$ cat src/rtl/pgl_pkg.sv
package pgl_pkg;

  typedef enum logic [1:0] {
    FSC_LOW  = 2'b00,
    FSC_MID  = 2'b01,
    FSC_HIGH = 2'b10,
    FSC_RSVD = 2'b11
  } fsc_lvl_e;

  typedef enum logic [1:0] {
    CPU_100 = 2'd0,
    CPU_133 = 2'd1,
    CPU_200 = 2'd2,
    CPU_266 = 2'd3
  } cpu_freq_e;

  typedef struct packed {
    logic     fs_a;
    logic     fs_b;
    fsc_lvl_e fs_c;
  } fs_straps_t;

  localparam fs_straps_t FS_SAFE = '{fs_a: 1'b1, fs_b: 1'b0, fs_c: FSC_MID};

endpackage

$ cat src/rtl/pgl_rst_sync.sv
module pgl_rst_sync #(
  parameter int STAGES = 2
) (
  input  logic clk,
  input  logic rst_n_async,
  output logic rst_n_sync
);

  logic [STAGES-1:0] chain_q;
  logic [STAGES-1:0] chain_d;

  always_comb begin
    chain_d[0] = 1'b1;
    for (int i = 1; i < STAGES; i++) begin
      chain_d[i] = chain_q[i-1];
    end
  end

  always_ff @(posedge clk or negedge rst_n_async) begin
    if (!rst_n_async) begin
      chain_q <= '0;
    end else begin
      chain_q <= chain_d;
    end
  end

  assign rst_n_sync = chain_q[STAGES-1];

endmodule

$ cat src/rtl/pgl_strobe_qual.sv
module pgl_strobe_qual #(
  parameter int SYNC_STAGES  = 2,
  parameter int QUAL_SAMPLES = 2
) (
  input  logic clk,
  input  logic rst_n,
  input  logic strobe_in,
  output logic strobe_sync,
  output logic valid_low
);

  localparam int HIST = QUAL_SAMPLES - 1;

  logic [SYNC_STAGES-1:0] sync_q;
  logic [SYNC_STAGES-1:0] sync_d;

  always_comb begin
    sync_d[0] = strobe_in;
    for (int i = 1; i < SYNC_STAGES; i++) begin
      sync_d[i] = sync_q[i-1];
    end
  end

  always_ff @(posedge clk or negedge rst_n) begin
    if (!rst_n) begin
      sync_q <= '1;
    end else begin
      sync_q <= sync_d;
    end
  end

  assign strobe_sync = sync_q[SYNC_STAGES-1];

  generate
    if (HIST > 0) begin : g_hist
      logic [HIST-1:0] hist_q;
      logic [HIST-1:0] hist_d;

      always_comb begin
        hist_d[0] = strobe_sync;
        for (int i = 1; i < HIST; i++) begin
          hist_d[i] = hist_q[i-1];
        end
      end

      always_ff @(posedge clk or negedge rst_n) begin
        if (!rst_n) begin
          hist_q <= '1;
        end else begin
          hist_q <= hist_d;
        end
      end

      assign valid_low = ~strobe_sync & ~(|hist_q);
    end else begin : g_nohist
      assign valid_low = ~strobe_sync;
    end
  endgenerate

endmodule

$ cat src/rtl/pgl_strap_capture.sv
module pgl_strap_capture
  import pgl_pkg::*;
(
  input  logic       clk,
  input  logic       rst_n,
  input  logic       valid_low,
  input  fs_straps_t fs_in,
  input  logic       itp_in,
  output logic       captured,
  output logic       test_q,
  output fs_straps_t fs_q,
  output logic       itp_q
);

  logic       ld_first;
  logic       ld_track;
  logic       ld_fs;
  logic       test_d;
  fs_straps_t fs_d;
  logic       itp_d;
  logic       cap_q;

  always_comb begin
    ld_first = ~cap_q & valid_low;
    ld_track = cap_q & test_q;
    ld_fs    = ld_first | ld_track;
    fs_d     = fs_in;
    test_d   = (fs_in.fs_c == FSC_HIGH);
    itp_d    = itp_in;
  end

  always_ff @(posedge clk or negedge rst_n) begin
    if (!rst_n) begin
      cap_q  <= 1'b0;
      test_q <= 1'b0;
      fs_q   <= FS_SAFE;
      itp_q  <= 1'b0;
    end else begin
      if (ld_fs) begin
        fs_q   <= fs_d;
        test_q <= test_d;
      end
      if (ld_first) begin
        itp_q <= itp_d;
        cap_q <= 1'b1;
      end
    end
  end

  assign captured = cap_q;

endmodule

$ cat src/rtl/pgl_out_decode.sv
module pgl_out_decode
  import pgl_pkg::*;
(
  input  logic       captured,
  input  logic       test_q,
  input  fs_straps_t fs_q,
  input  logic       itp_q,
  input  logic       strobe_sync,
  output logic [1:0] cpu_sel,
  output logic       itp_cpu2_sel,
  output logic       test_mode,
  output logic       test_ref_drive,
  output logic       out_hiz,
  output logic       power_down
);

  cpu_freq_e freq;

  always_comb begin
    freq = CPU_100;
    if (captured && !test_q && fs_q.fs_c == FSC_LOW) begin
      case ({fs_q.fs_b, fs_q.fs_a})
        2'b00:   freq = CPU_266;
        2'b01:   freq = CPU_133;
        2'b10:   freq = CPU_200;
        default: freq = CPU_100;
      endcase
    end
  end

  assign cpu_sel        = freq;
  assign itp_cpu2_sel   = captured & itp_q;
  assign test_mode      = captured & test_q;
  assign test_ref_drive = test_mode & fs_q.fs_b;
  assign out_hiz        = test_mode & ~fs_q.fs_b;
  assign power_down     = captured & strobe_sync;

endmodule

$ cat src/rtl/pgood_strap_latch.sv
module pgood_strap_latch
  import pgl_pkg::*;
#(
  parameter int RST_STAGES   = 2,
  parameter int SYNC_STAGES  = 2,
  parameter int QUAL_SAMPLES = 2
) (
  input  logic       clk,
  input  logic       rst_n,
  input  logic       fsa_in,
  input  logic       fsb_in,
  input  logic [1:0] fsc_lvl,
  input  logic       itp_strap_in,
  input  logic       pwrgd_pd_in,
  output logic [1:0] cpu_sel,
  output logic       itp_cpu2_sel,
  output logic       test_mode,
  output logic       test_ref_drive,
  output logic       out_hiz,
  output logic       power_down
);

  logic       rst_n_int;
  logic       strobe_sync;
  logic       valid_low;
  logic       cap_w;
  logic       test_w;
  logic       itp_w;
  fs_straps_t fs_in_w;
  fs_straps_t fs_held_w;

  assign fs_in_w = '{fs_a: fsa_in, fs_b: fsb_in, fs_c: fsc_lvl_e'(fsc_lvl)};

  pgl_rst_sync #(.STAGES(RST_STAGES)) u_rst (
    .clk         (clk),
    .rst_n_async (rst_n),
    .rst_n_sync  (rst_n_int)
  );

  pgl_strobe_qual #(
    .SYNC_STAGES  (SYNC_STAGES),
    .QUAL_SAMPLES (QUAL_SAMPLES)
  ) u_qual (
    .clk         (clk),
    .rst_n       (rst_n_int),
    .strobe_in   (pwrgd_pd_in),
    .strobe_sync (strobe_sync),
    .valid_low   (valid_low)
  );

  pgl_strap_capture u_cap (
    .clk       (clk),
    .rst_n     (rst_n_int),
    .valid_low (valid_low),
    .fs_in     (fs_in_w),
    .itp_in    (itp_strap_in),
    .captured  (cap_w),
    .test_q    (test_w),
    .fs_q      (fs_held_w),
    .itp_q     (itp_w)
  );

  pgl_out_decode u_dec (
    .captured       (cap_w),
    .test_q         (test_w),
    .fs_q           (fs_held_w),
    .itp_q          (itp_w),
    .strobe_sync    (strobe_sync),
    .cpu_sel        (cpu_sel),
    .itp_cpu2_sel   (itp_cpu2_sel),
    .test_mode      (test_mode),
    .test_ref_drive (test_ref_drive),
    .out_hiz        (out_hiz),
    .power_down     (power_down)
  );

endmodule

$ cat config.mk
export PLATFORM = sky130hd
export DESIGN_NAME = pgood_strap_latch
export DESIGN_NICKNAME = d
export VERILOG_FILES = /design/src/rtl/pgl_pkg.sv /design/src/rtl/pgl_rst_sync.sv /design/src/rtl/pgl_strobe_qual.sv /design/src/rtl/pgl_strap_capture.sv /design/src/rtl/pgl_out_decode.sv /design/src/rtl/pgood_strap_latch.sv
export SDC_FILE = /design/constraint.sdc
export NUM_CORES = 1
export LEC_CHECK = 0
export ABC_AREA = 0
export BUFFER_PORTS_ARGS = -buffer_cell sky130_fd_sc_hd__buf_2
export CORE_AREA = 2 2 39 41
export DETAILED_ROUTE_END_ITERATION = 12
export DIE_AREA = 0 0 41 43
export HOLD_SLACK_MARGIN = 0.05
export SYNTH_ARGS = -nofsm -noshare
export SYNTH_HDL_FRONTEND = slang
export SYNTH_SLANG_ARGS = --single-unit
export TNS_END_PERCENT = 30
$ cat constraint.sdc
create_clock -name clk -period 2.6 [get_ports clk]
set_clock_uncertainty 0.15 [all_clocks]
set_input_delay 0.78 -clock clk [delete_from_list [all_inputs] [get_ports clk]]
set_output_delay 0.78 -clock clk [all_outputs]
set_load 0.01 [all_outputs]
**After elaboration in Yosys (flattened, before gate mapping)**

Index checks and enable logic that the tools add are counted.

- Input bits: 8
- Register bits after elaboration: 12
- Memories kept: 0
- Logic and storage cells: 31
- RAM bits: 0
- Bits in latches: 0
- Bits in read-only memories: 0
- Output and inout bits: 7

- Multiply operators: 0
- Multiplexer cells: 2
- Divide/modulo/power cells: 0
- Shift-type cells: 0
- Add/subtract/negate cells: 0
- Reductions and logical operators: 5
- Order comparisons: 0
- Eq/ne operators: 3
- Bitwise operators: 12

Operator list:

| operator | count |
|---|---|
| bitwise AND 1 bit | 7 |
| one-hot mux 2 bit (3 select lines) | 1 |
| == test 2 bit, second input constant | 2 |
| logical NOT 2 bit | 2 |
| inverter 1 bit | 4 |
| == test 2 x 1 -> 1 bit, second input constant | 1 |
| logical AND 1 bit | 2 |
| 2-to-1 mux 2 bit | 1 |
| logical NOT 1 bit | 1 |
| OR 1 bit | 1 |

**Depth between registers and ports, before layout**

- Depth after elaboration: 4
- Mapped depth: 3
- Depth with buffers taken out: 3

**By module**

A second synthesis with hierarchy kept.

- Cells, all modules: 34
- Area total of the unflattened synthesis: 484.2 um^2

By module, submodules not included:

| module | cells an instance | area an instance (um^2) | times used | seq. area each (um^2) |
|---|---|---|---|---|
| pgl_strap_capture | 19 | 296.5 | 1 | 177.7 |
| pgl_strobe_qual | 4 | 82.6 | 1 | 78.8 |
| pgl_rst_sync | 3 | 53.8 | 1 | 50.0 |
| pgl_out_decode | 8 | 51.3 | 1 | 0.0 |

**Worst setup path after synthesis**

No wires, ideal clock.

- Path kind: reg2out
- From: register u_cap.test_q
- To: output port cpu_sel[0]
- Path buffers: 0
- Stages on the path, launching flop included: 4
- Arrival time: 0.723 ns
- Data required time: 1.670 ns
- Path slack: 0.947 ns
- Cells stage by stage: dfrtp_1 > inv_1 > nand3_1 > nor2_1

- Cells in the longest elaborated chain, start to end: 4

Ends and longest elaborated chain:

| item | line | text |
|---|---|---|
| from (decl) | pgl_strap_capture.sv:10 | `output logic test_q,` |
| from (signal assigned) | pgl_strap_capture.sv:41 | `test_q <= test_d;` |
| logical NOT 1 bit | pgl_out_decode.sv:21 | `if (captured && !test_q && fs_q.fs_c == FSC_LOW) begin` |
| logical AND 1 bit (2 in a row) | pgl_out_decode.sv:21 |  |
| 2-to-1 mux 2 bit | pgl_out_decode.sv:21 |  |
| to (decl) | pgood_strap_latch.sv:15 | `output logic [1:0] cpu_sel,` |

No other way between the ends.

**Worst setup path in the final report**

- From: register u_cap.test_q
- To: output port cpu_sel[1]

Same word-level chain as after synthesis.

==> impl_table.tex <==
\begin{tabular}{lr}
\hline
Metric & Value \\
\hline
\multicolumn{2}{l}{\textbf{Status}} \\
Result of the run & completed \\
\multicolumn{2}{l}{\textbf{Global route}} \\
Global-route wire length before repair & roughly 1.1 mm \\
Via count of the first global-routing pass & $\sim$280 \\
Largest net degree at the start of global routing & 9 \\
Global Route Usage Sum & approximately a tenth \\
GRT overflow & 0 \\
Antenna violations before repair & 0 \\
\multicolumn{2}{l}{\textbf{Yosys}} \\
Synth Area per Inst & about 14 µm² \\
Fraction of synthesized area in multiplexers & about 15\% \\
Synthesized-area fraction occupied by adder cells & 0\% \\
Synthesized-area fraction occupied by and/or/nand/nor cells & 12.9\% \\
Parity-gate share of the synthesized area counting xor and xnor cells & 0\% \\
Synthesized instance count & 35 \\
Yosys warns & 0 \\
Portion of the post-synthesis area used by sequential elements & a little over three fifths \\
Unique cell type count in the Yosys netlist & 16 \\
Total nets after synthesis & 43 \\
Mapped cell area & roughly 480 µm² \\
Complex-gate fraction of the synthesized area & 6.72\% \\
Combinational family with the most area after synthesis & multiplexers \\
Number of register bits inferred by synthesis & 12 \\
\multicolumn{2}{l}{\textbf{Route}} \\
Drt initial violations & 9 \\
Number of nets with antenna violations after routing & 0 \\
Routed wire per std cell & around 11 µm \\
Wire length reported by the detailed router & $\sim$760 µm \\
Via-per-instance ratio & 4.37 \\
Number of optimization iterations in the first detailed-route pass & 4 \\
\# DRC & 0 \\
Total via count after detailed routing & between 300 and 400 \\
\multicolumn{2}{l}{\textbf{Timing}} \\
Hold slack final & between 0.1 and 0.15 ns \\
Unrepaired setup endpoints after global routing & no \\
Post-layout min period & 2.05 ns \\
Number of failing hold endpoints at the final stage & 0 \\
Setup TNS after final layout & 0 ns \\
Final Worst Setup Slack & between 0.5 and 0.6 ns \\
FMAX & 489 MHz \\
Final Setup Violations & 0 \\
Number of slew-limit violations in the final report & 0 \\
Share of the clock period used by the worst path & between 70\% and 80\% \\
\multicolumn{2}{l}{\textbf{Setup path}} \\
Number of cell instances on the worst register-to-register path & 3 \\
Critical path start-end classification & reg -> out \\
CP Data Arrival Time & around 1.1 ns \\
Worst reg2reg setup slack & $\sim$1.1 ns \\
Critical path endpoint category & primary output \\
FF-to-FF End & u\_cap.fs\_q[1]\$\_DFFE\_PN0P\_ \\
Startpoint of the most critical register-to-register path & u\_cap.captured\$\_DFFE\_PN0P\_ \\
Worst setup endpoint & cpu\_sel[1] \\
Startpoint type of the worst setup path & register \\
Crit path launch & u\_cap.test\_q\$\_DFFE\_PN0P\_ \\
Data required, critical path & around 1.7 ns \\
Highest fanout seen on the critical path & 5 \\
\multicolumn{2}{l}{\textbf{CTS}} \\
CTS Buffer Depth & 2 \\
Number of buffers created by CTS & 3 \\
H-tree depth & 1 \\
TritonCTS clock tree & built \\
Insertion delay of the later-clocked pin in the worst-skew pair & about 0.27 ns \\
Number of cells upsized or downsized after cts & 0 \\
CTS Root Cell & sky130\_fd\_sc\_hd\_\_clkbuf\_4 \\
Sinks on the clock net & 12 \\
Clock-pin transition on the worst setup and hold timing paths & about 0.080 ns \\
\multicolumn{2}{l}{\textbf{Placement}} \\
Port Buffer Count & 14 \\
Placed standard-cell area & $\sim$570 µm² \\
Post-Place Worst Slack & between 0.8 and 0.9 ns \\
Post-placement cell count & 65 \\
Routability Congestion & about 0.66 \\
\multicolumn{2}{l}{\textbf{Run}} \\
Max-cap violations & 0 \\
\multicolumn{2}{l}{\textbf{Power}} \\
Total power of the final layout & just over 0.4 mW \\
Maximum VDD drop & $\sim$0.00028 V \\
Total power divided by cell area & 672 nW/µm² \\
Leak Pwr & around 0.30 nW \\
\multicolumn{2}{l}{\textbf{Layout}} \\
Synth-to-Final Area Change & 26.1\% \\
Core utilization of the finished layout & 44.1\% \\
Total non-filler cell area in the finished layout & 611 µm² \\
Commonest cells after routing, fill and taps aside & sky130\_fd\_sc\_hd\_\_buf\_2, sky130\_fd\_sc\_hd\_\_dfrtp\_1, sky130\_fd\_sc\_hd\_\_dfstp\_2 \\
Number of antenna repair diodes & 0 \\
Filler-free cell count of the finished design & 70 \\
Final Net Count & 63 \\
Most common cell after layout, fill and taps aside & sky130\_fd\_sc\_hd\_\_buf\_2 \\
Fillers & about 140 \\
Layout cells sized above 1 & roughly three fifths \\
\multicolumn{2}{l}{\textbf{Floorplan}} \\
Chip Width & $\sim$40 µm \\
Boundary pin count & 15 \\
Effective utilization at floorplan & between 30\% and 40\% \\
Die Y & approximately 43 µm \\
Die Outline Area & $\sim$1800 µm² \\
Core Box Area & between 1000 and 1500 µm² \\
Total number of placement rows & 14 \\
\multicolumn{2}{l}{\textbf{Hold path}} \\
Worst hold-check path type & in -> async \\
\hline
\end{tabular}
==> cell families (layout without fill, tap and decap cells) <==
family	Yosys count	count (layout)
flops	12	12
simple gates	11	11
mux	5	5
compound gates	4	4
buf+inv	2	21
other cells	1	1
==> layout make-up <==
| class | instances | area, µm² | share of cell area (%) |
|---|---|---|---|
| Sequential cell | 12 | 307 | 50.2 |
| Multi-Input combinational cell | 21 | 170 | 27.9 |
| Timing Repair Buffer | 15 | 80.1 | 13.1 |
| Clock buffer | 4 | 26.3 | 4.30 |
| Tap cell | 16 | 20.0 | 3.28 |
| Inverter | 2 | 7.51 | 1.23 |
==> power breakdown <==
| group | internal (mW) | leakage [nW] | switching, mW |
|---|---|---|---|
| logic | 0.0398 | 0.153 | 0.0230 |
| clock network | 0.0593 | 0.0150 | 0.0571 |
| registers | 0.217 | 0.135 | 0.0144 |
==> worst max-delay path: stages (launching register included) <==
cell and delay, ns:
sky130_fd_sc_hd__dfrtp_1 0.43, sky130_fd_sc_hd__inv_1 0.09, sky130_fd_sc_hd__nand3_1 0.09, sky130_fd_sc_hd__nor2_1 0.10, sky130_fd_sc_hd__buf_2 0.13
==> worst min-delay path by stage <==
stage                                     from                         end  slack, ns
floorplan           u_rst.chain_q[1]$_DFF_PN0_  u_cap.captured$_DFFE_PN0P_      -0.03
global placement    u_rst.chain_q[1]$_DFF_PN0_    u_cap.test_q$_DFFE_PN0P_       0.02
detailed placement  u_rst.chain_q[1]$_DFF_PN0_   u_cap.fs_q[1]$_DFFE_PN0P_       0.02
CTS                                      rst_n  u_rst.chain_q[0]$_DFF_PN0_       0.13
global route                             rst_n  u_rst.chain_q[0]$_DFF_PN0_       0.13
finish                                   rst_n  u_rst.chain_q[1]$_DFF_PN0_       0.14
==> cells in the mapped netlist <==
library cell,n,area share (%)
sky130_fd_sc_hd__dfrtp_1,7,36
sky130_fd_sc_hd__dfstp_2,5,27
sky130_fd_sc_hd__mux2_4,4,12
sky130_fd_sc_hd__nor2_1,4,3.1
sky130_fd_sc_hd__and2_2,2,3.1
sky130_fd_sc_hd__inv_1,2,1.6
sky130_fd_sc_hd__o21ai_0,2,2.1
sky130_fd_sc_hd__a21o_4,1,3.1
sky130_fd_sc_hd__and3_2,1,1.6
sky130_fd_sc_hd__conb_1,1,0.77
sky130_fd_sc_hd__mux2_2,1,2.3
sky130_fd_sc_hd__nand2_1,1,0.77
sky130_fd_sc_hd__nand3_1,1,1.0
sky130_fd_sc_hd__nor2b_1,1,1.3
sky130_fd_sc_hd__nor3_2,1,2.1
sky130_fd_sc_hd__o21bai_1,1,1.6
==> state kept, by name, indices dropped and copies added (netlist names) <==
register              count
u_qual.g_hist.hist_q      1
u_cap.test_q              1
u_cap.fs_q                4
u_qual.sync_q             2
u_cap.captured            1
u_cap.itp_q               1
u_rst.chain_q             2
==> per-layer routing <==
metal | up-vias | part of all wire, % | GRT usage [%]
met1 | 146 | 45 | 12.5
met4 | 0 | 0 | 6.00
met3 | 0 | 6.5 | 4.71
li1 | 151 | - | -
met5 | - | 0 | 0
met2 | 9 | 48 | 13.4
==> what timing repair did <==
| item | CTS | global route |
|---|---|---|
| hold buffers | 1 | 0 |
| endpoints found under the hold margin | 5 | 0 |
| buffers inserted | 0 | 0 |
| setup endpoints to repair | 0 | 0 |
No activity file was read; power rests on OpenSTA's default activity.
